File: src/rtl/rtc_seq_pkg.sv
package rtc_seq_pkg;

  typedef struct packed {
    logic [7:0] secs;
    logic [7:0] mins;
    logic [7:0] hrs;
    logic [7:0] wday;
    logic [7:0] mday;
    logic [7:0] mon;
    logic [7:0] yr;
  } cal_t;

  // Register byte in current format -> plain binary value
  function automatic logic [7:0] from_fmt(input logic [7:0] v, input logic bin);
    return bin ? v : (8'(v[7:4]) * 8'd10 + 8'(v[3:0]));
  endfunction

  // Plain binary value (< 100) -> register byte in current format
  function automatic logic [7:0] to_fmt(input logic [7:0] v, input logic bin);
    logic [7:0] tens;
    logic [7:0] ones;
    tens = v / 8'd10;
    ones = v % 8'd10;
    return bin ? v : {tens[3:0], ones[3:0]};
  endfunction

  // Hours register byte -> 0..23
  function automatic logic [7:0] hour_to24(input logic [7:0] raw, input logic bin,
                                           input logic h24);
    logic [7:0] h;
    if (h24) return from_fmt(raw, bin);
    h = from_fmt({1'b0, raw[6:0]}, bin);
    if (h == 8'd12) h = 8'd0;
    return raw[7] ? h + 8'd12 : h;
  endfunction

  // 0..23 -> hours register byte
  function automatic logic [7:0] hour_from24(input logic [7:0] h, input logic bin,
                                             input logic h24);
    logic [7:0] h12;
    logic [7:0] e;
    if (h24) return to_fmt(h, bin);
    h12 = (h >= 8'd12) ? h - 8'd12 : h;
    if (h12 == 8'd0) h12 = 8'd12;
    e = to_fmt(h12, bin);
    return {h >= 8'd12, e[6:0]};
  endfunction

  function automatic logic [7:0] days_in_month(input logic [7:0] mon, input logic [7:0] yr);
    case (mon)
      8'd2:                      return (yr[1:0] == 2'b00) ? 8'd29 : 8'd28;
      8'd4, 8'd6, 8'd9, 8'd11:   return 8'd30;
      default:                   return 8'd31;
    endcase
  endfunction

endpackage

File: src/rtl/rtc_tick_seq.sv
module rtc_tick_seq #(
  parameter int TICK_CYCLES = 32768,
  parameter int LEAD_CYCLES = 8,
  parameter int UPD_CYCLES  = 65
) (
  input  logic clk,
  input  logic rst_n,
  input  logic freeze,
  output logic busy,
  output logic adv,
  output logic done
);
  localparam int PH_W = $clog2(TICK_CYCLES);
  localparam logic [PH_W-1:0] LAST_PH  = PH_W'(TICK_CYCLES - 1);
  localparam logic [PH_W-1:0] ARM_PH   = PH_W'(TICK_CYCLES - LEAD_CYCLES - 1);
  localparam logic [PH_W-1:0] RISE_PH  = PH_W'(TICK_CYCLES - LEAD_CYCLES);
  localparam logic [PH_W-1:0] END_PH   = PH_W'(UPD_CYCLES - 1);
  localparam int RUN_LEN = LEAD_CYCLES + UPD_CYCLES;
  localparam int RUN_W   = $clog2(RUN_LEN + 2);

  logic [PH_W-1:0] ph;
  logic            armed;

  assign adv  = armed && !freeze && (ph == END_PH);
  assign busy = armed;

  always_ff @(posedge clk or negedge rst_n) begin
    if (!rst_n) begin
      ph    <= '0;
      armed <= 1'b0;
      done  <= 1'b0;
    end else begin
      ph   <= (ph == LAST_PH) ? '0 : ph + 1'b1;
      done <= adv;
      if (freeze)             armed <= 1'b0;
      else if (ph == ARM_PH)  armed <= 1'b1;
      else if (adv)           armed <= 1'b0;
    end
  end

  // Run-length counter of the busy flag, used by the checks only
  logic [RUN_W-1:0] run_len;
  always_ff @(posedge clk or negedge rst_n) begin
    if (!rst_n)    run_len <= '0;
    else if (busy) run_len <= run_len + 1'b1;
    else           run_len <= '0;
  end


  uip_start_chk: assert property (@(posedge clk) disable iff (!rst_n)
    $rose(busy) |-> (ph == RISE_PH));


  uip_len_chk: assert property (@(posedge clk) disable iff (!rst_n)
    ($fell(busy) && !$past(freeze)) |-> (run_len == RUN_W'(RUN_LEN)));


  done_pulse_chk: assert property (@(posedge clk) disable iff (!rst_n)
    done |=> !done);


  no_arm_frozen_chk: assert property (@(posedge clk) disable iff (!rst_n)
    freeze |=> !$rose(busy));

endmodule

File: src/rtl/rtc_cal_adv.sv
module rtc_cal_adv
  import rtc_seq_pkg::*;
(
  input  cal_t cur,
  input  logic bin,
  input  logic h24,
  output cal_t nxt,
  output logic day_roll
);
  logic [7:0] s, m, h, w, d, mo, y, lim;
  logic [7:0] ns, nm, nh, nw, nd, nmo, ny;
  logic       s_roll, m_roll, h_roll, mo_roll;

  always_comb begin
    s  = from_fmt(cur.secs, bin);
    m  = from_fmt(cur.mins, bin);
    h  = hour_to24(cur.hrs, bin, h24);
    w  = from_fmt(cur.wday, bin);
    d  = from_fmt(cur.mday, bin);
    mo = from_fmt(cur.mon, bin);
    y  = from_fmt(cur.yr, bin);
    lim = days_in_month(mo, y);

    s_roll   = (s >= 8'd59);
    m_roll   = s_roll && (m >= 8'd59);
    h_roll   = m_roll && (h >= 8'd23);
    day_roll = h_roll && (d >= lim);
    mo_roll  = day_roll && (mo >= 8'd12);

    ns  = s_roll ? 8'd0 : s + 8'd1;
    nm  = m_roll ? 8'd0 : (s_roll ? m + 8'd1 : m);
    nh  = h_roll ? 8'd0 : (m_roll ? h + 8'd1 : h);
    nw  = h_roll ? ((w >= 8'd7) ? 8'd1 : w + 8'd1) : w;
    nd  = day_roll ? 8'd1 : (h_roll ? d + 8'd1 : d);
    nmo = mo_roll ? 8'd1 : (day_roll ? mo + 8'd1 : mo);
    ny  = mo_roll ? ((y >= 8'd99) ? 8'd0 : y + 8'd1) : y;

    nxt.secs = to_fmt(ns, bin);
    nxt.mins = to_fmt(nm, bin);
    nxt.hrs  = hour_from24(nh, bin, h24);
    nxt.wday = to_fmt(nw, bin);
    nxt.mday = to_fmt(nd, bin);
    nxt.mon  = to_fmt(nmo, bin);
    nxt.yr   = to_fmt(ny, bin);
  end
endmodule

File: src/rtl/rtc_regfile.sv
module rtc_regfile
  import rtc_seq_pkg::*;
(
  input  logic       clk,
  input  logic       rst_n,
  input  logic [3:0] addr,
  input  logic       wr,
  input  logic [7:0] wdata,
  input  logic       adv,
  input  cal_t       nxt,
  input  logic       busy,
  output cal_t       cal_q,
  output logic       set_q,
  output logic       bin_q,
  output logic       h24_q,
  output logic [7:0] rdata
);
  always_ff @(posedge clk or negedge rst_n) begin
    if (!rst_n) begin
      cal_q <= '{secs: 8'd0, mins: 8'd0, hrs: 8'd0, wday: 8'd1,
                 mday: 8'd1, mon: 8'd1, yr: 8'd0};
      set_q <= 1'b0;
      bin_q <= 1'b0;
      h24_q <= 1'b1;
    end else begin
      if (adv) cal_q <= nxt;
      if (wr) begin
        case (addr)
          4'd0:  cal_q.secs <= wdata;
          4'd2:  cal_q.mins <= wdata;
          4'd4:  cal_q.hrs  <= wdata;
          4'd6:  cal_q.wday <= wdata;
          4'd7:  cal_q.mday <= wdata;
          4'd8:  cal_q.mon  <= wdata;
          4'd9:  cal_q.yr   <= wdata;
          4'd11: begin
            set_q <= wdata[7];
            bin_q <= wdata[2];
            h24_q <= wdata[1];
          end
          default: ;
        endcase
      end
    end
  end

  always_comb begin
    case (addr)
      4'd0:    rdata = cal_q.secs;
      4'd2:    rdata = cal_q.mins;
      4'd4:    rdata = cal_q.hrs;
      4'd6:    rdata = cal_q.wday;
      4'd7:    rdata = cal_q.mday;
      4'd8:    rdata = cal_q.mon;
      4'd9:    rdata = cal_q.yr;
      4'd10:   rdata = {busy, 7'd0};
      4'd11:   rdata = {set_q, 4'd0, bin_q, h24_q, 1'b0};
      default: rdata = 8'd0;
    endcase
  end


  frozen_hold_chk: assert property (@(posedge clk) disable iff (!rst_n)
    (set_q && !wr) |=> $stable(cal_q));


  sec_range_chk: assert property (@(posedge clk) disable iff (!rst_n)
    (adv && !wr) |=> (bin_q ? (cal_q.secs < 8'd60) : (cal_q.secs[7:4] < 4'd6)));

endmodule

File: src/rtl/rtc_update_seq.sv
module rtc_update_seq
  import rtc_seq_pkg::*;
#(
  parameter int TICK_CYCLES = 32768,
  parameter int LEAD_CYCLES = 8,
  parameter int UPD_CYCLES  = 65
) (
  input  logic       clk,
  input  logic       rst_n,
  input  logic [3:0] reg_addr,
  input  logic       reg_wr,
  input  logic [7:0] reg_wdata,
  output logic [7:0] reg_rdata,
  output logic       upd_busy,
  output logic       upd_done
);
  cal_t cal_q, cal_nxt;
  logic set_q, bin_q, h24_q;
  logic adv;
  logic day_roll;

  rtc_tick_seq #(
    .TICK_CYCLES(TICK_CYCLES),
    .LEAD_CYCLES(LEAD_CYCLES),
    .UPD_CYCLES (UPD_CYCLES)
  ) u_tick (
    .clk   (clk),
    .rst_n (rst_n),
    .freeze(set_q),
    .busy  (upd_busy),
    .adv   (adv),
    .done  (upd_done)
  );

  rtc_cal_adv u_adv (
    .cur     (cal_q),
    .bin     (bin_q),
    .h24     (h24_q),
    .nxt     (cal_nxt),
    .day_roll(day_roll)
  );

  rtc_regfile u_regs (
    .clk  (clk),
    .rst_n(rst_n),
    .addr (reg_addr),
    .wr   (reg_wr),
    .wdata(reg_wdata),
    .adv  (adv),
    .nxt  (cal_nxt),
    .busy (upd_busy),
    .cal_q(cal_q),
    .set_q(set_q),
    .bin_q(bin_q),
    .h24_q(h24_q),
    .rdata(reg_rdata)
  );


  day_roll_chk: assert property (@(posedge clk) disable iff (!rst_n)
    (adv && day_roll && !reg_wr) |=> (cal_q.mday == 8'd1));

endmodule

File: config.mk
export PLATFORM = sky130hd
export DESIGN_NAME = rtc_update_seq
export DESIGN_NICKNAME = d
export VERILOG_FILES = /design/src/rtl/rtc_seq_pkg.sv /design/src/rtl/rtc_tick_seq.sv /design/src/rtl/rtc_cal_adv.sv /design/src/rtl/rtc_regfile.sv /design/src/rtl/rtc_update_seq.sv
export SDC_FILE = /design/constraint.sdc
export NUM_CORES = 1
export LEC_CHECK = 0
export ABC_AREA = 1
export ABC_CLOCK_PERIOD_IN_PS = 10320
export BUFFER_PORTS_ARGS = -buffer_cell sky130_fd_sc_hd__buf_2
export CORE_ASPECT_RATIO = 1.2
export CORE_UTILIZATION = 38
export DETAILED_ROUTE_END_ITERATION = 8
export GPL_TIMING_DRIVEN = 0
export PLACE_DENSITY = 0.6
export SLEW_MARGIN = 10
export SYNTH_ARGS = -nofsm -noshare
export SYNTH_HDL_FRONTEND = slang
export SYNTH_HIERARCHICAL = 1
export SYNTH_SLANG_ARGS = --single-unit
File: constraint.sdc
create_clock -name clk -period 10.32 [get_ports clk]
set_clock_uncertainty 0.1 [all_clocks]
set_input_delay 2.58 -clock clk [delete_from_list [all_inputs] [get_ports clk]]
set_output_delay 2.58 -clock clk [all_outputs]
set_load 0.02 [all_outputs]
==> results.md <==
* Slew Viols, Final at 0
* Number of fillers in the final layout at 3390
* DRT iter0 DRCs at 822
* Worst-Skew Late Latency at 0.34 ns
* Cell Area, Synth at 0.0123 mm²
* CTS Root Cell: clkbuf_16
* Placed insts at 2452
* Violated checks: DRC
* All-Layer GR Usage at 22.1%
* # setup viols final at 0
* Vias in the first global route at 12.0k
* Period utilization at 81.7%
* Design Area, Final at 0.0132 mm²
* # DRC at 4
* Multi-input logic area at 0.00884 mm²
* Unrepaired setup endpoints after global routing: no
* IO buf count at 23
* Vias per inst at 5.14
* Highest-delay cell along the critical path: buf_1
* Synth Warn # at 6
* Final GP Congestion at 0.934
* Worst-path clk slew at 0.06 ns
* Maxcap violations at 0
* Fin cells at 2469
* CTS tree: yes
* Largest net degree at the start of global routing at 48
* Slowest Stage Delay on Critical Path at 0.52 ns
* Die H at 199 µm
* Via count at 12.7k
* Crit Path Category: flop to flop
* Die Wd at 166 µm
* Syn-to-layout area delta at 8.04%
* Peak Freq at 119 MHz
* Synth unique cells at 69
* CTS Hold Bufs at 0
* Top cell type's share of synthesized area at 18.5%
* # clock sinks at 76
* Core area at 0.0315 mm²
* Synth Instances at 2027
* CTS buffer count at 9
* Crit end category: flop
* CP max FO at 10
* CP dominant cell by count: nand2_1
* Max_slew headroom at 32.4%
* Placed inst area at 0.0129 mm²
* Die area at 0.0330 mm²
* Status: finished with violations
* Initial Util at 38.9%
* R2r setup slk at 1.89 ns
* Worst min path class: flop to flop
* Avg Cell Area, Syn at 6.04 µm²
* Wire length per cell at 14.6 µm
* Maximum clock path buffer count at 2
* Top Ports at 25
* Yosys top cell by area: nand2_1
* H-tree lvl count at 3
* Hold Fails Final Rpt at 0
* Reg area at 0.00191 mm²
* CP startpoint kind: flop
* Worst-margin pin slew at 1.01 ns
* Share of layout cells above drive strength 1 at 13.4%
* Register area share after synthesis at 15.6%
* Antenna violations before repair at 1
* Fin nets at 2171
* Synth Register Bits at 76
* Overflow after GRT at 0
* First-pass GRT wire length at 58500 µm
* Setup TNS at 0 ns
* Worst EP required at 10.44 ns
* Row cnt at 71
* Synth top area cells: nand2_1 (19%), dfrtp_1 (15%), inv_1 (8.9%)
* Post-route ant nets at 0
* Post-CTS sizing at 0
* Routed WL at 36100 µm
* Synthesized Nets at 2136
* # Post-CTS Setup Buffers at 0
* First-pass iteration count of the detailed router at 8
* Post-detail-place hpwl at 29200 µm
* Critical Path AT at 8.55 ns
* Fin crit period at 8.43 ns
==> through the flow <==
stage / utilization, % / hold WS [ns] / setup slack (ns)
finish: 42.0 / 0.404 / 1.89
global placement: 40.8 / 0.394 / 1.99
global route: 42.0 / 0.423 / 1.10
floorplan: - / 0.365 / 3.73
CTS: 42.0 / 0.410 / 1.87
detailed placement: 40.9 / 0.401 / 1.90
==> layout by cell type (no fill, tap or decap), drive strengths merged, types with 15 or more instances in the layout <==
cell    instances
inv           314
clkbuf         26
nor2          156
o21ai         243
nor3           15
buf            60
nand3         169
a21oi          49
ha             80
nand2         687
xor2           49
dfrtp          72
nand4          27
==> sequential cells by signal, indices dropped and copies added (netlist names) <==
| register | cells |
|---|---|
| u_regs/cal_q | 56 |
| u_tick/ph | 15 |
| u_regs/bin_q | 1 |
| u_regs/h24_q | 1 |
| u_regs/set_q | 1 |
| u_tick/busy | 1 |
| u_tick/done | 1 |
==> cells in the mapped netlist, drive strengths merged <==
cell type / number
a21boi: 4
a21o: 2
a21oi: 49
a31o: 1
a31oi: 7
a41o: 1
and2: 9
and3: 1
buf: 36
clkbuf: 15
clkinv: 3
conb: 1
dfrtp: 72
dfstp: 4
fa: 14
ha: 80
inv: 313
mux2: 1
mux2i: 2
nand2: 687
nand3: 169
nand3b: 14
nand4: 27
nor2: 156
nor3: 15
nor4: 2
o2111ai: 4
o211ai: 6
o21a: 2
o21ai: 243
o21bai: 2
o22ai: 3
o311ai: 1
o31ai: 4
or2: 13
or2b: 1
xnor2: 14
xor2: 49
==> worst paths after layout <==
path / depth (start not counted) / to / from
max reg2reg: 57 / u_regs/cal_q[35] / u_regs/bin_q
min reg2reg: 1 / u_tick/ph[0] / u_tick/ph[0]
min in group asynchronous: 1 / u_regs/cal_q[19] / rst_n
max in group asynchronous: 2 / u_regs/h24_q / rst_n
max: 57 / u_regs/cal_q[35] / u_regs/bin_q
min: 1 / u_tick/ph[0] / u_tick/ph[0]
==> cell families (layout without fill, tap and decap cells) <==
| kind of cell | Yosys count | in the layout | synth area share [%] |
|---|---|---|---|
| simple gates | 1094 | 1094 | 41.2 |
| buf+inv | 367 | 407 | 12.3 |
| compound gates | 329 | 329 | 15.5 |
| fa+ha+maj | 94 | 94 | 10.5 |
| flops | 76 | 76 | 15.6 |
| xor+xnor | 63 | 63 | 4.69 |
| mux | 3 | 3 | 0.255 |
| other cells | 1 | 2 | 0.0306 |
==> metal layers <==
layer	global-route usage, %	routed length, µm	share of wire [%]	vias to the layer above
met4	10.2	1390	3.9	2
li1	-	-	-	6534
met2	39.5	17400	48	298
met3	2.25	1750	4.8	77
met5	0	13	0.036	-
met1	26.6	15600	43	5771
==> final cells by class <==
cell class,count,share of cell area (%)
Timing Repair Buffer,24,1.10
Sequential cell,76,14.4
Antenna cell,1,0.0189
Buffer,51,2.33
Multi-Input combinational cell,1584,66.8
Tap cell,401,3.79
Clock inverter,5,0.624
Clock buffer,11,1.91
Inverter,316,9.02
==> critical path: cells and delay by family, from the launching register on <==
family	cells	cell delay [ns]
buf+inv	16	3.06
simple gates	33	3.45
xor+xnor	1	0.13
fa+ha+maj	5	1.02
flops	1	0.44
compound gates	2	0.13
Power is not shown: default switching activity piles up to over one toggle a cycle in this logic, so the estimate is an artifact.
